## config.mk

```make
export PLATFORM = sky130hd
export DESIGN_NAME = exc_arbiter
export DESIGN_NICKNAME = d
export VERILOG_FILES = /design/src/rtl/exc_pkg.sv /design/src/rtl/exc_pend_bank.sv /design/src/rtl/exc_prio_pick.sv /design/src/rtl/exc_arbiter.sv
export SDC_FILE = /design/constraint.sdc
export NUM_CORES = 1
export LEC_CHECK = 0
export BUFFER_PORTS_ARGS = -buffer_cell sky130_fd_sc_hd__buf_2
export CORE_AREA = 2 2 39 41
export DETAILED_ROUTE_END_ITERATION = 8
export DIE_AREA = 0 0 41 43
export PLACE_DENSITY_LB_ADDON = 0.25
export REMOVE_ABC_BUFFERS = 1
export SYNTH_ARGS = -nofsm -noshare
export SYNTH_HDL_FRONTEND = slang
export SYNTH_SLANG_ARGS = --single-unit
```

## constraint.sdc

```tcl
create_clock -name clk -period 2.3 [get_ports clk]
set_input_delay 0.115 -clock clk [delete_from_list [all_inputs] [get_ports clk]]
set_output_delay 0.115 -clock clk [all_outputs]
set_load 0.005 [all_outputs]
```

## src/rtl/exc_pkg.sv

```systemverilog
package exc_pkg;
  localparam int NEXC      = 5;
  localparam int EX_RST    = 0;
  localparam int EX_TRACE  = 1;
  localparam int EX_IRQ    = 2;
  localparam int EX_DIRECT = 3;
  localparam int EX_TRAP   = 4;
  // held request slots
  localparam int NHOLD     = 3;
  localparam int H_TRACE   = 0;
  localparam int H_DIRECT  = 1;
  localparam int H_TRAP    = 2;
  // instruction classes that block interrupt sampling
  localparam int CLS_CC_AND = 1;
  localparam int CLS_CC_OR  = 2;
  localparam int CLS_CC_XOR = 3;
  localparam int CLS_CC_LD  = 4;
endpackage

```

## src/rtl/exc_pend_bank.sv

```systemverilog
module exc_pend_bank #(
  parameter int N = 3
) (
  input  logic         clk,
  input  logic         rst,
  input  logic         flush,
  input  logic [N-1:0] set,
  input  logic [N-1:0] take,
  output logic [N-1:0] pend
);
  always_ff @(posedge clk) begin
    if (rst || flush) pend <= '0;
    else              pend <= (pend | set) & ~take;
  end

  AST_FLUSH_EMPTIES: assert property (@(posedge clk) disable iff (rst) flush |=> pend == '0);
  AST_TAKE_CLEARS: assert property (@(posedge clk) disable iff (rst) (take != '0) |=> ((pend & $past(take)) == '0));
endmodule

```

## src/rtl/exc_prio_pick.sv

```systemverilog
module exc_prio_pick #(
  parameter int N = 4
) (
  input  logic [N-1:0] req,
  output logic [N-1:0] win
);
  genvar gi;
  generate
    for (gi = 0; gi < N; gi++) begin : g_rank
      if (gi == 0) begin : g_top
        assign win[gi] = req[gi];
      end else begin : g_low
        assign win[gi] = req[gi] & ~(|req[gi-1:0]);
      end
    end
  endgenerate
endmodule

```

## src/rtl/exc_arbiter.sv

```systemverilog
module exc_arbiter
  import exc_pkg::*;
#(
  parameter int CLS_W = 3
) (
  input  logic             clk,
  input  logic             ext_rst,
  input  logic             wdt_ovf,
  input  logic             trace_en,
  input  logic             irq,
  input  logic             sleep_exec,
  input  logic             direct_mode,
  input  logic             trap_stb,
  input  logic             insn_done,
  input  logic [CLS_W-1:0] insn_cls,
  input  logic             hdl_done,
  output logic [NEXC-1:0]  exc_grant,
  output logic             exc_start,
  output logic             exc_busy
);
  localparam int NPICK = NEXC - 1;
  localparam logic [NEXC-1:0] RST_1H = NEXC'(1) << EX_RST;

  logic             rst_q;
  logic             insn_ok, hdl_ok, boundary, cls_flag, irq_mask, irq_ok;
  logic             rst_evt, fire;
  logic [NHOLD-1:0] hset, hpend, hcand, htake;
  logic [NPICK-1:0] req, win;

  assign insn_ok  = insn_done & ~exc_busy;
  assign hdl_ok   = hdl_done & exc_busy;
  assign boundary = insn_ok | hdl_ok;
  assign cls_flag = (int'(insn_cls) == CLS_CC_AND) || (int'(insn_cls) == CLS_CC_OR) ||
                    (int'(insn_cls) == CLS_CC_XOR) || (int'(insn_cls) == CLS_CC_LD);
  assign irq_mask = (insn_ok & cls_flag) | (hdl_ok & exc_grant[EX_RST]);
  assign irq_ok   = irq & ~irq_mask;
  assign rst_evt  = rst_q | wdt_ovf;

  assign hset[H_TRACE]  = insn_ok & trace_en;
  assign hset[H_DIRECT] = sleep_exec & direct_mode;
  assign hset[H_TRAP]   = trap_stb;
  assign hcand          = hpend | hset;

  // pick inputs ranked as grant bits 1..4
  assign req  = {hcand[H_TRAP], hcand[H_DIRECT], irq_ok, hcand[H_TRACE]};
  assign fire = boundary & (|req) & ~rst_evt;

  always_comb begin
    htake = '0;
    if (fire) begin
      htake[H_TRACE]  = win[EX_TRACE - 1];
      htake[H_DIRECT] = win[EX_DIRECT - 1];
      htake[H_TRAP]   = win[EX_TRAP - 1];
    end
  end

  exc_pend_bank #(.N(NHOLD)) u_hold (
    .clk(clk), .rst(ext_rst), .flush(rst_evt),
    .set(hset), .take(htake), .pend(hpend)
  );

  exc_prio_pick #(.N(NPICK)) u_pick (
    .req(req), .win(win)
  );

  always_ff @(posedge clk) begin
    if (ext_rst) begin
      rst_q     <= 1'b1;
      exc_grant <= '0;
      exc_start <= 1'b0;
      exc_busy  <= 1'b0;
    end else begin
      rst_q     <= 1'b0;
      exc_start <= 1'b0;
      if (rst_evt) begin
        exc_grant <= RST_1H;
        exc_start <= 1'b1;
        exc_busy  <= 1'b1;
      end else if (fire) begin
        exc_grant <= {win, 1'b0};
        exc_start <= 1'b1;
        exc_busy  <= 1'b1;
      end else if (hdl_ok) begin
        exc_grant <= '0;
        exc_busy  <= 1'b0;
      end
    end
  end

  AST_GRANT_ONEHOT0: assert property (@(posedge clk) disable iff (ext_rst) $onehot0(exc_grant));
  AST_START_HAS_GRANT: assert property (@(posedge clk) disable iff (ext_rst) exc_start |-> (exc_busy && $countones(exc_grant) == 1));
  AST_RELEASE_RESET: assert property (@(posedge clk) disable iff (ext_rst) $fell(ext_rst) |=> (exc_start && exc_grant == RST_1H));
  AST_WDT_RESET: assert property (@(posedge clk) disable iff (ext_rst) wdt_ovf |=> (exc_start && exc_grant == RST_1H));
  AST_FLAG_INSN_NO_IRQ: assert property (@(posedge clk) disable iff (ext_rst) (insn_done && !exc_busy && cls_flag) |=> !exc_grant[EX_IRQ]);
  AST_RST_END_NO_IRQ: assert property (@(posedge clk) disable iff (ext_rst) (hdl_done && exc_busy && exc_grant[EX_RST]) |=> !exc_grant[EX_IRQ]);
  AST_BUSY_HOLD: assert property (@(posedge clk) disable iff (ext_rst) (exc_busy && !hdl_done && !wdt_ovf) |=> (exc_busy && $stable(exc_grant)));
  AST_START_PULSE: assert property (@(posedge clk) disable iff (ext_rst) (exc_start && !hdl_done && !wdt_ovf) |=> !exc_start);
endmodule

```

Word-level counts from Yosys, hierarchy flattened --
Index checks and enable logic that the tools add are counted. Widths: inputs -> output; s select.
Operators by class: equality and inequality tests 4, multiplexer cells 10, bitwise operators 24, reduce and logical (&&, ||, !) cells 10
Operators with widths (number):
- $and 1x1->1 | 12
- $mux 5 | 2
- $eq 3x3->1 const B | 3
- $mux 1 | 7
- $not 1->1 | 6
- $logic_or 1x1->1 | 4
- $reduce_or 2->1 | 2
- $reduce_or 4->1 | 1
- $and 3x3->3 | 1
- $eq 3x2->1 const B | 1
- $mux 3 | 1
- $not 3->3 | 1
- $or 1x1->1 | 3
- $or 3x3->3 | 1
- $reduce_bool 3->1 | 1
- $reduce_or 3->1 | 1
- $reduce_bool 2->1 | 1
Word-level totals: register bits 11, output and inout bits 7, logic and storage cells 54

Longest topological paths before layout --
depth after elaboration 14, depth in mapped cells 5, mapped depth without buffers 4

By module --
Synthesis repeated with hierarchy kept, for this count alone.
Second synthesis, totals: cell total of the unflattened synthesis 62, area, all modules 548.0 µm²
By module, submodules not included:
- exc_arbiter | instances 1, cells an instance 49, area an instance 421.7 µm²
- exc_pend_bank | instances 1, cells an instance 9, area an instance 90.1 µm²
- exc_prio_pick | instances 1, cells an instance 4, area an instance 36.3 µm²

Worst setup path after synthesis --
OpenSTA, ideal clock, no wires.
kind register to register, start point reg exc_busy, end point reg exc_grant[3], arrival time 1.349 ns, required time 2.183 ns, setup slack 0.834 ns, cell stages (with the launch flop) 6, cells stage by stage dfxtp_1 > buf_6 > mux2i_2 > nor3_1 > and3_1 > a32o_1
On the way: longest elaborated chain between the ends 10, elaborated cells between the ends (all ways) 19, classes of those cells 1 x mux; 15 x bitwise; 3 x reduce/logical
Ends and longest elaborated chain:
- start: declaration | RTL line exc_arbiter.sv:19 | output logic exc_busy
- start signal: assignment | RTL line exc_arbiter.sv:71 | exc_busy <= 1'b0;
- start signal: assignment | RTL line exc_arbiter.sv:78 | exc_busy <= 1'b1;
- start signal: assignment | RTL line exc_arbiter.sv:82 | exc_busy <= 1'b1;
- $not 1->1 | RTL line exc_arbiter.sv:30 | assign insn_ok = insn_done & ~exc_busy;
- $and 1x1->1 | RTL line exc_arbiter.sv:30
- $and 1x1->1 | RTL line exc_arbiter.sv:35 | assign irq_mask = (insn_ok & cls_flag) | (hdl_ok & exc_grant[EX_RST]);
- $or 1x1->1 | RTL line exc_arbiter.sv:35
- $not 1->1 | RTL line exc_arbiter.sv:36 | assign irq_ok = irq & ~irq_mask;
- $and 1x1->1 | RTL line exc_arbiter.sv:36
- $reduce_or 4->1 / $reduce_or 2->1 (equally long branches) | RTL line exc_arbiter.sv:46, exc_prio_pick.sv:13
- $and 1x1->1 / $not 1->1 (equally long branches) | RTL line exc_arbiter.sv:46, exc_prio_pick.sv:13
- $and 1x1->1 (on tied branches) | RTL line exc_arbiter.sv:46, exc_prio_pick.sv:13
- $mux 5 / $reduce_bool 2->1 (equally long branches)
- end signal: assignment | RTL line exc_arbiter.sv:80 | exc_grant <= {win, 1'b0};
- end: declaration | RTL line exc_arbiter.sv:17 | output logic [NEXC-1:0] exc_grant,
Parallel ways exist; a longest one is shown, timed or not. A chain may end at the register's enable or synchronous reset.

Worst setup path in the final report --
Same ends and word-level chain as after synthesis.

==> results.toml <==
[status]
status = "completed"

[timing]
maxSlewViolCount = 0
min_period_ns = 1.65
clock_skew_ns = 0.00591
final-hold-violation-count = 0
tns_ns = 0
relSlewSlack_pct = 69.2
finalWorstSetupSlack_ns = 0.645
clock.fmax_mhz = 604
finalCritPeriodShare_pct = 72.0
rsz0062_at_grt = "false"
worst_pin_slew_ns = 0.453
setup_violations = 0

[final_layout]
fin_nets = 92
finalNonFillerCells = 94
syn_to_final_growth_pct = 20.8
drive_above_1_share_pct = 39.7
antenna_cells = 0

[synth]
async_reset_ff_share_pct = 0
synth_top_area_share_pct = 37.7
synth_cell_types = 33
synth-main-ff-cell = "dfxtp_1"
ys_seq_elements = 11
synth_area_leaders = "dfxtp_1, a21oi_1, a2111oi_4"
ys_warn_count = 0
synth_edf_count = 0
synth_seq_area_share_pct = 37.7
synth_top_area_cell = "dfxtp_1"
postSynthCellCount = 58
avgSynthCellArea_um2 = 10.1
syn_area_um2 = 584

[place]
io_buffers = 19
dp.cells = 90
dp_slack_ns = 0.676
routabilityCongestion = 0.843
dp.final_hpwl_um = 922

[power_and_ir_drop]
leakage_nw = 0.286
peakVddDrop_mv = 0.464
p_per_area_nw_per_um2 = 574

[clock_tree]
insertion_delay_ns = 0.27
post_cts_buffers = 0
clkSlewWorstSetupHoldPaths_ns = 0.06
cts.repair.resized = 0
cts_tree = "done"
root_buffer = "clkbuf_4"
cts.sinks = 11
clk_path_buf_depth = 2
htree_levels = 1
cts_buffers = 3
postCtsHoldBufs = 0

[worst_setup_path]
crit-reg2reg-launch = "exc_busy"
rrSetupSlack_ns = 0.65
critical_path.top_delay_family = "flip-flops"
path_buf_inv = 0
cp-start-kind = "register"
crit_fanout = 9
critPathCaptureType = "register"
r2r_cells = 4
arrival_ns = 1.81
max_stage_delay_ns = 0.49
r2r-end = "exc_grant[3]"
path_cells = "mux2i_2 -> nor3_1 -> and3_1 -> a32o_1"
path_class = "reg -> reg"
cp.required_ns = 2.46
slowest_stage = "dfxtp_1"

[die]
design.core.area_um2 = 1380
fp-row-count = 14
start_util_pct = 42.2
io_pins = 20
die_area_um2 = 1760
chipWidth_um = 41
die_h_um = 43

[detailed_routing]
wl_mm = 1.19
drt_iter0_markers = 23
first_pass_iters = 4
via_count = 539
vias_per_cell = 5.73
ant_nets = 0
route.detailed.drc = 0
wl_per_cell_um = 12.6

[global_routing]
gr-total-overflow = 0
antenna_found_initial = 0
grt_pass1_wl_mm = 1.87
grt_pass1_vias = 467
grtUsageTotal_pct = 15.9
grt_max_degree = 10

[flow_run]
maxCapViolations = 0

[hold_path]
min_to = "rst_q"
min_path_cells = 1
hold_start = "ext_rst"
holdCritPathClass = "in -> reg"
==> stage by stage <==
stage	util [%]	cell area, µm²	hold slack (ns)	power [mW]
2_1_floorplan	-	564	0.143	0.250
3_3_place_gp	49.1	679	0.282	0.278
6_report	51.0	706	0.0133	0.405
5_1_grt	51.0	706	0.0117	0.425
4_1_cts	51.0	706	0.00705	0.412
3_5_place_dp	49.1	679	0.288	0.279
==> how the worst max path moves through the flow <==
stage / cells past startpoint / startpoint / endpoint / slack, ns
global route: 4 / exc_busy / exc_grant[3] / 0.56
CTS: 4 / exc_busy / exc_grant[3] / 0.67
finish: 4 / exc_busy / exc_grant[3] / 0.65
global placement: 4 / exc_busy / exc_grant[3] / 0.76
floorplan: 4 / exc_busy / exc_grant[3] / 0.80
detailed placement: 4 / exc_busy / exc_grant[3] / 0.68
==> registers in the layout, summed over array words and instances (netlist names) <==
register,flops
exc_grant,5
u_hold.pend,3
exc_busy,1
exc_start,1
rst_q,1
==> cells in the mapped netlist (all sizes together) (2+ instances only) <==
library cell / count
nor3: 4
nor3b: 3
nand3: 2
buf: 3
nand2: 3
o311ai: 2
nor2: 6
dfxtp: 11
a21oi: 6
==> where the power goes <==
| group | switching (mW) | internal (mW) | total [mW] |
|---|---|---|---|
| Combinational | 0.0389 | 0.0334 | 0.0722 |
| Clock | 0.0627 | 0.0671 | 0.130 |
| Sequential | 0.00611 | 0.197 | 0.203 |
==> per-layer routing <==
layer / up-vias / GRT usage (%) / share of wire [%]
met4: 0 / 4.00 / 1.2
met2: 24 / 23.4 / 47
met1: 252 / 18.7 / 41
li1: 261 / - / -
met5: - / 0 / 0
met3: 2 / 9.95 / 11
==> kinds of logic (layout without fill, tap and decap cells) <==
kind of cell	after synthesis	after routing	share of synthesized area (%)
mux	1	1	2.35
compound gates	17	17	27.6
buf+inv	3	23	3.42
flops	11	11	37.7
simple gates	26	26	28.9
==> cell type report <==
cell class	instances	area (µm²)
tap	16	20.0
multi-input combinational	44	344
fill	135	678
sequential	11	220
timing repair buffer	19	95.1
clock buffer	4	26.3
==> worst register-to-register path: stages (launching register included) <==
cell	delay, ns
dfxtp_1	0.49
mux2i_2	0.49
nor3_1	0.13
and3_1	0.24
a32o_1	0.20
==> placed cells by master (no fill, tap or decap) <==
| master | n |
|---|---|
| dfxtp_1 | 11 |
| and3_1 | 1 |
| o22ai_1 | 1 |
| a2111oi_4 | 1 |
| or4b_1 | 1 |
| nand2_1 | 3 |
| and2_1 | 1 |
| nor2_4 | 1 |
| a21o_1 | 1 |
| buf_2 | 19 |
| and3b_2 | 1 |
| a32o_1 | 1 |
| o21bai_1 | 1 |
| a211oi_2 | 1 |
| nand2b_4 | 1 |
| o311ai_0 | 1 |
| nand4_1 | 1 |
| or3_1 | 1 |
| nor3b_2 | 1 |
| mux2i_2 | 1 |
| nand3_1 | 2 |
| clkbuf_4 | 3 |
| nor3b_1 | 2 |
| o311ai_4 | 1 |
| o32ai_1 | 1 |
| o2111ai_1 | 1 |
| nor2_1 | 5 |
| nor3_1 | 3 |
| o21a_1 | 1 |
| nor3_2 | 1 |
| a21oi_1 | 6 |
| clkbuf_1 | 1 |
| or2_1 | 1 |
Note: power is estimated with default switching activity, not from simulation.
